$ cat src/rtl/ecc_log_pkg.sv
package ecc_log_pkg;
    localparam int STAT_W = 16;
    localparam logic [STAT_W-1:0] STAT_MASK = 16'h0B03;
    localparam int B_CE    = 0;
    localparam int B_UE    = 1;
    localparam int B_RFTO  = 8;
    localparam int B_LOCK  = 9;
    localparam int B_THERM = 11;
    localparam int IDX_W   = 3;
    localparam int RD_W    = 32;

    typedef enum logic [IDX_W-1:0] {
        IDX_STAT = 3'd0,
        IDX_CMD  = 3'd1,
        IDX_PTR  = 3'd2,
        IDX_EXT  = 3'd3,
        IDX_SYN  = 3'd4
    } reg_idx_e;
endpackage

$ cat src/rtl/ecc_flag_bank.sv
module ecc_flag_bank #(
    parameter int              W    = 16,
    parameter logic [W-1:0]    MASK = '1
) (
    input  logic         clk,
    input  logic         rst_n,
    input  logic [W-1:0] set_i,
    input  logic [W-1:0] clr_i,
    input  logic         cmd_we_i,
    input  logic [W-1:0] cmd_wdata_i,
    output logic [W-1:0] stat_o,
    output logic [W-1:0] cmd_o
);
    typedef struct packed {
        logic [W-1:0] stat;
        logic [W-1:0] cmd;
    } bank_t;

    bank_t bank_d, bank_q;

    always_comb begin
        bank_d      = bank_q;
        // a set in the same cycle overrides the write-one clear
        bank_d.stat = ((bank_q.stat & ~clr_i) | set_i) & MASK;
        if (cmd_we_i) begin
            bank_d.cmd = cmd_wdata_i & MASK;
        end
    end

    always_ff @(posedge clk) begin
        if (!rst_n) begin
            bank_q <= '0;
        end else begin
            bank_q <= bank_d;
        end
    end

    assign stat_o = bank_q.stat;
    assign cmd_o  = bank_q.cmd;
endmodule

$ cat src/rtl/ecc_log_capture.sv
module ecc_log_capture #(
    parameter int HI_W  = 25,
    parameter int EXT_W = 1,
    parameter int SYN_W = 8
) (
    input  logic             clk,
    input  logic             rst_n,
    input  logic             ce_stb_i,
    input  logic             ue_stb_i,
    input  logic             ce_held_i,
    input  logic             ue_held_i,
    input  logic [HI_W-1:0]  hi_i,
    input  logic [EXT_W-1:0] ext_i,
    input  logic             chan_i,
    input  logic [SYN_W-1:0] syn_i,
    output logic [HI_W-1:0]  hi_o,
    output logic [EXT_W-1:0] ext_o,
    output logic             chan_o,
    output logic [SYN_W-1:0] syn_o
);
    typedef struct packed {
        logic [HI_W-1:0]  hi;
        logic [EXT_W-1:0] ext;
        logic             chan;
        logic [SYN_W-1:0] syn;
    } log_t;

    log_t log_d, log_q;
    logic take_ue, take_ce;

    always_comb begin
        // uncorrectable wins over any correctable log; correctable only
        // loads into an empty log with no uncorrectable pending
        take_ue = ue_stb_i && !ue_held_i;
        take_ce = ce_stb_i && !ce_held_i && !ue_held_i && !ue_stb_i;
        log_d   = log_q;
        if (take_ue || take_ce) begin
            log_d.hi   = hi_i;
            log_d.ext  = ext_i;
            log_d.chan = chan_i;
            log_d.syn  = syn_i;
        end
    end

    always_ff @(posedge clk) begin
        if (!rst_n) begin
            log_q <= '0;
        end else begin
            log_q <= log_d;
        end
    end

    assign hi_o   = log_q.hi;
    assign ext_o  = log_q.ext;
    assign chan_o = log_q.chan;
    assign syn_o  = log_q.syn;
endmodule

$ cat src/rtl/ecc_err_log.sv
module ecc_err_log
    import ecc_log_pkg::*;
#(
    parameter int ADDR_W    = 33,
    parameter int GRAIN_LSB = 7,
    parameter int SYN_W     = 8
) (
    input  logic                        clk,
    input  logic                        rst_n,
    input  logic                        ce_stb,
    input  logic                        ue_stb,
    input  logic [ADDR_W-1:GRAIN_LSB]   err_addr,
    input  logic                        err_chan,
    input  logic [SYN_W-1:0]            err_syn,
    input  logic                        rfto_stb,
    input  logic                        lock_stb,
    input  logic                        therm_stb,
    input  logic                        reg_wr,
    input  logic [IDX_W-1:0]            reg_addr,
    input  logic [STAT_W-1:0]           reg_wdata,
    output logic [RD_W-1:0]             reg_rdata,
    output logic                        serr
);
    localparam int HI_W  = 32 - GRAIN_LSB;
    localparam int EXT_W = ADDR_W - 32;
    localparam int PAD_W = GRAIN_LSB - 1;

    logic [STAT_W-1:0] set_vec, clr_vec, stat_q, cmd_q;
    logic              wr_stat, wr_cmd;
    logic [HI_W-1:0]   hi_q;
    logic [EXT_W-1:0]  ext_q;
    logic              chan_q;
    logic [SYN_W-1:0]  syn_q;

    always_comb begin
        wr_stat = reg_wr && (reg_addr == IDX_STAT);
        wr_cmd  = reg_wr && (reg_addr == IDX_CMD);
        clr_vec = wr_stat ? reg_wdata : '0;
        set_vec          = '0;
        set_vec[B_CE]    = ce_stb;
        set_vec[B_UE]    = ue_stb;
        set_vec[B_RFTO]  = rfto_stb;
        set_vec[B_LOCK]  = lock_stb;
        set_vec[B_THERM] = therm_stb;
    end

    ecc_flag_bank #(
        .W    (STAT_W),
        .MASK (STAT_MASK)
    ) u_flags (
        .clk         (clk),
        .rst_n       (rst_n),
        .set_i       (set_vec),
        .clr_i       (clr_vec),
        .cmd_we_i    (wr_cmd),
        .cmd_wdata_i (reg_wdata),
        .stat_o      (stat_q),
        .cmd_o       (cmd_q)
    );

    ecc_log_capture #(
        .HI_W  (HI_W),
        .EXT_W (EXT_W),
        .SYN_W (SYN_W)
    ) u_log (
        .clk       (clk),
        .rst_n     (rst_n),
        .ce_stb_i  (ce_stb),
        .ue_stb_i  (ue_stb),
        .ce_held_i (stat_q[B_CE] && !clr_vec[B_CE]),
        .ue_held_i (stat_q[B_UE] && !clr_vec[B_UE]),
        .hi_i      (err_addr[31:GRAIN_LSB]),
        .ext_i     (err_addr[ADDR_W-1:32]),
        .chan_i    (err_chan),
        .syn_i     (err_syn),
        .hi_o      (hi_q),
        .ext_o     (ext_q),
        .chan_o    (chan_q),
        .syn_o     (syn_q)
    );

    always_comb begin
        case (reg_addr)
            IDX_STAT: reg_rdata = {{(RD_W-STAT_W){1'b0}}, stat_q};
            IDX_CMD:  reg_rdata = {{(RD_W-STAT_W){1'b0}}, cmd_q};
            IDX_PTR:  reg_rdata = {hi_q, {PAD_W{1'b0}}, chan_q};
            IDX_EXT:  reg_rdata = {{(RD_W-EXT_W){1'b0}}, ext_q};
            IDX_SYN:  reg_rdata = {{(RD_W-SYN_W){1'b0}}, syn_q};
            default:  reg_rdata = '0;
        endcase
    end

    assign serr = |(stat_q & cmd_q);
endmodule

$ cat config.mk
export PLATFORM = sky130hd
export DESIGN_NAME = ecc_err_log
export DESIGN_NICKNAME = d
export VERILOG_FILES = /design/src/rtl/ecc_log_pkg.sv /design/src/rtl/ecc_flag_bank.sv /design/src/rtl/ecc_log_capture.sv /design/src/rtl/ecc_err_log.sv
export SDC_FILE = /design/constraint.sdc
export NUM_CORES = 1
export LEC_CHECK = 0
export ABC_CLOCK_PERIOD_IN_PS = 1650
export BUFFER_PORTS_ARGS = -buffer_cell sky130_fd_sc_hd__buf_2
export CAP_MARGIN = 20
export CORE_UTILIZATION = 47
export DETAILED_ROUTE_END_ITERATION = 7
export GPL_TIMING_DRIVEN = 0
export PLACE_DENSITY = 0.76
export SETUP_SLACK_MARGIN = 0.4
export SLEW_MARGIN = 5
export SYNTH_ARGS = -nofsm -noshare
export SYNTH_HDL_FRONTEND = slang
export SYNTH_SLANG_ARGS = --single-unit
$ cat constraint.sdc
create_clock -name clk -period 1.65 [get_ports clk]
set_input_delay 0.2475 -clock clk [delete_from_list [all_inputs] [get_ports clk]]
set_output_delay 0.2475 -clock clk [all_outputs]
set_load 0.005 [all_outputs]
; Yosys cells after proc, flatten, opt, wreduce, memory -nomap -nowiden
; Cells that the tools add are included.
[classes]
n_eq_ne = 4
n_mux = 2
bitwise = 4
reduce_logical = 16
[op_table]
columns = cell, n
row1 = case mux 32 bit (5 select lines), 1
row2 = AND 12 bit, 2
row3 = OR reduction 16 bit, 1
row4 = 2-to-1 mux 12 bit, 1
row5 = NOT 12 bit, 1
row6 = bitwise OR 12 bit, 1
row7 = logical AND 1 bit, 8
row8 = "equality test 3 x 2 -> 1 bit, second input constant", 2
row9 = zero test 1 bit, 5
row10 = "equality test 3 x 1 -> 1 bit, second input constant", 1
row11 = "equality test 3 bit, second input constant", 1
row12 = zero test 3 bit, 1
row13 = logical OR 1 bit, 1
[totals]
register_bits = 45
inputBits = 62
out_inout_bits = 33
wordCells = 32

; Longest topological paths before layout
[depth]
word_depth = 10
depth_mapped = 6
depth_no_buf = 4

; Hierarchy
; Synthesis repeated with hierarchy kept, for this count alone.
[hier_totals]
cells_unflattened = 324
area_unflattened_um2 = 2772.7
[by_module_without_submodules]
columns = module, n_inst, cells_each, area_each_um2, seq_area_each_um2
row1 = ecc_log_capture, 1, 155, 1445.1, 700.7
row2 = ecc_err_log, 1, 114, 792.0, 0.0
row3 = ecc_flag_bank, 1, 55, 535.5, 200.2

; Worst setup path before layout
; Ideal clock, no wire load.
[synth_path]
path_type = input -> output
start = input port reg_addr[1]
end = output port reg_rdata[10]
t_arrival_ps = 1180
required_time_ps = 1402
setup_slack_ps = 223
cell_stages = 5
n_path_buf = 2
path_cell_list = buf_2 > nor2b_1 > nor2b_1 > clkbuf_1 > and2_1
[synth_via]
elab_chain_cells = 2
elab_cells_between_ends = 6
cone_classes = eq/ne: 4 / mux: 1 / reduce/logical: 1
[synth_rtl]
columns = item, line
row1 = start: declaration, ecc_err_log.sv:19  ; input logic [IDX_W-1:0] reg_addr,
row2 = equality test 3 bit (tied with other cells), ecc_err_log.sv:83  ; case (reg_addr)
row3 = case mux 32 bit (5 select lines) (*), ecc_err_log.sv:83
row4 = end: declaration, ecc_err_log.sv:21  ; output logic [RD_W-1:0] reg_rdata,
; Mark *: on every way between the ends. The rest lies on a longest branch, timed or not.

; Final worst setup path
[layout_path]
start = register u_log.log_q, in the netlist u_log.chan_o
end = output port reg_rdata[0]
[layout_via]
elab_chain_cells = 1
[layout_rtl]
columns = item, line
row1 = start: declaration, ecc_log_capture.sv:28  ; log_t log_d, log_q;
row2 = start signal: assignment, ecc_log_capture.sv:49  ; log_q <= log_d;
row3 = case mux 32 bit (5 select lines), ecc_err_log.sv:83
; No other way between the ends.

==> impl_metrics.yaml <==
run_status:
  outcome: "finished with violations"
  violations: "design-rule violations"
placement:
  portBuffers: 82
  dpl_cell_area_mm2: 0.00271
  gp_routability_congestion: 0.831
  dp_cells: 389
  hpwl_um: 3740
  pre_cts_slack_ns: -0.128
finish:
  diodes: 0
  fin_cells: 414
  area_growth_pct: 51.6
  fillers: 335
  final_area_mm2: 0.00335
  utilization: 0.755
  drive_above_1_share: 0.434
  final_nets: 423
drt:
  drtIter0Drc: 114
  drt-vias-per-instance: 5.02
  routed_wl_um: 6060
  ant_nets: 0
  wl_per_cell_um: 14.6
  num_vias: 2080
  firstDrtPassIters: 6
  drc_errors: 10
synthesis:
  yosys-top-cells-area: "dfxtp_1 41%, mux2i_1 20%, nand2_1 13%"
  syn_nets: 317
  synth_edf_count: 0
  yosys.cell_types.count: 26
  synthCells: 255
  netlist.top_cell.by_area: "dfxtp_1"
  synthesis.area_mm2: 0.00221
  async_flop_share: 0
  synth_seq_area_share: 0.407
  synth-seq-cells: 45
  synth_common_cells: "74 x nand2_1, 45 x dfxtp_1, 44 x mux2i_1"
  ys_warn_count: 0
  postSynthAreaPerCell_um2: 8.68
  synth_flop_cell: "dfxtp_1"
  synth_most_common_cell: "nand2_1"
  synth_top_area_share: 0.407
sta:
  worstMarginPinSlew_ns: 0.462
  final.setup.tns_ns: 0
  hold_viol: 0
  slew_headroom: 0.692
  setup_viol: 0
  fin_crit_ns: 1.53
  fin_ws_ns: 0.120
  drv_slew: 0
  max_freq_mhz: 654
  worst_hold_slack_ns: 0.175
  fin_skew_ns: 0.00563
  finalCritPeriodShare: 0.927
  rsz0062_at_grt: "true"
pwr:
  vdd_ir_drop_max_mv: 0.605
  comb_power_share: 0.206
  power_frac_clock: 0.335
  power_frac_seq: 0.460
  switching_power_mw: 0.668
  total_power_mw: 2.64
  switching_share: 0.253
  p_int_mw: 1.97
  p_per_area_mw_per_mm2: 786
  p_leak_nw: 1.60
clock_network:
  clock_sinks: 45
  clkTransAtPathRegs_ns: 0.09
  cts_tree: "done"
  clk_path_buf_depth: 2
  htreeDepth: 2
  clk_latency_ns: 0.30
  cts_buffers: 5
  root_buffer: "clkbuf_8"
worst_setup_path:
  reg2reg_slack_ns: 0.24
  cp_slowest_cell: "dfxtp_2"
  crit_type: "reg -> out"
  worstReg2RegStart: "u_flags.stat_o[0]"
  required_ns: 1.40
  cp.depth: 4
  arrival_ns: 1.28
  path_cells: "mux2_2 -> a22oi_2 -> o22ai_1 -> buf_2"
  r2r_cells: 7
  worst-path-buf-inv: 1
  crit_start: "u_log.chan_o"
  crit_path_end_kind: "output port"
  cpPeakStageDelay_ns: 0.33
  worstPathMaxFanout: 2
  start_kind: "flop"
  crit_family: "flip-flops"
  critPathCapture: "reg_rdata[0]"
  r2r-end: "u_log.chan_o"
die:
  rows: 24
  io-pin-count: 95
  die_y_um: 70.6
  dieArea_mm2: 0.00499
  die_w_um: 70.6
  start_util: 0.498
  core_mm2: 0.00444
global_routing:
  grt_use_total: 0.243
  antenna_found_initial: 0
  grt_pass1_vias: 2061
  grt_pass1_wl_um: 9530
  grt_overflow: 0
  grt_max_degree: 15
job:
  max_cap_viol_count: 0
worst_hold_path:
  hold_class: "in -> reg"
registers in the layout, summed over array words and instances, names as in the netlist:
register and count:
u_log.syn_o 8, u_log.ext_o 1, u_flags.cmd_o 5, u_log.hi_o 25
u_log.chan_o 1, u_flags.stat_o 5
layout by cell type, fill, tap and decap left out, drive strengths merged:
cell,instances
and3,5
o22ai,1
nor4bb,1
nand2,74
mux2,1
and2,21
nand3,1
a22oi,2
nor2b,10
nand3b,2
nor2,9
o21a,2
mux2i,44
and2b,1
a21oi,12
buf,108
inv,1
clkbuf,16
a222oi,1
dfxtp,45
nor4b,1
clkinvlp,1
a21boi,1
and3b,1
bufinv,1
logic make-up (layout without fill, tap and decap cells):
logic type	count (synthesis)	count (layout)	synth area share
compound gates	19	19	0.0531
buf+inv	20	127	0.0616
flops	45	45	0.407
mux	45	45	0.204
simple gates	126	126	0.274
worst reg2reg max path: cells and delay by family (launching register included):
kind,cells,cell delay (ns)
AO/OA/AOI/OAI,2,0.26
buffers and inverters,4,0.50
flip-flops,1,0.42
multiplexers,1,0.15
power by group through the flow:
stage / combinational [mW] / sequential [mW] / clock [mW]
2_1_floorplan: 0.264 / 1.22 / 0
3_3_place_gp: 0.385 / 1.23 / 0
3_5_place_dp: 0.393 / 1.23 / 0
4_1_cts: 0.493 / 1.21 / 0.881
5_1_grt: 0.585 / 1.22 / 0.941
6_report: 0.542 / 1.21 / 0.883
per-layer routing:
layer	vias to the layer above	global-route usage	share of wire
met5	-	0	0
met4	0	0.0644	0.0084
met3	5	0.0570	0.045
met2	55	0.431	0.51
met1	971	0.296	0.43
li1	1049	-	-
worst min-delay path by stage:
stage,from,to,slack [ns],depth (start not counted)
after global routing,err_syn[0],u_log.syn_o[0],0.18,3
after floorplan,ce_stb,u_flags.stat_o[0],0.37,1
final,therm_stb,u_flags.stat_o[11],0.17,3
after global placement,u_log.syn_o[3],u_log.syn_o[3],0.44,2
after detailed placement,u_log.hi_o[3],u_log.hi_o[3],0.45,2
after CTS,ue_stb,u_flags.stat_o[1],0.18,2
area by class of cell:
class | count | area, um2 | share of cell area
multi-input cells | 190 | 1300 | 0.388
flip-flops and latches | 45 | 912 | 0.272
repair buffers | 99 | 773 | 0.231
plain buffers | 19 | 180 | 0.0537
clock buffers | 6 | 82.6 | 0.0246
well taps | 52 | 65.1 | 0.0194
clock inverters | 2 | 37.5 | 0.0112
inverters | 1 | 3.75 | 0.00112
what timing repair did:
| item | CTS | global route |
|---|---|---|
| pin swaps | 25 | 9 |
| buffers inserted | 8 | 5 |
| resized for setup | 36 | 49 |
| setup endpoints to repair | 68 | 73 |
| cloned | 4 | 0 |
| hold buffers | 0 | 0 |
No activity file was read; power rests on OpenSTA's default activity.
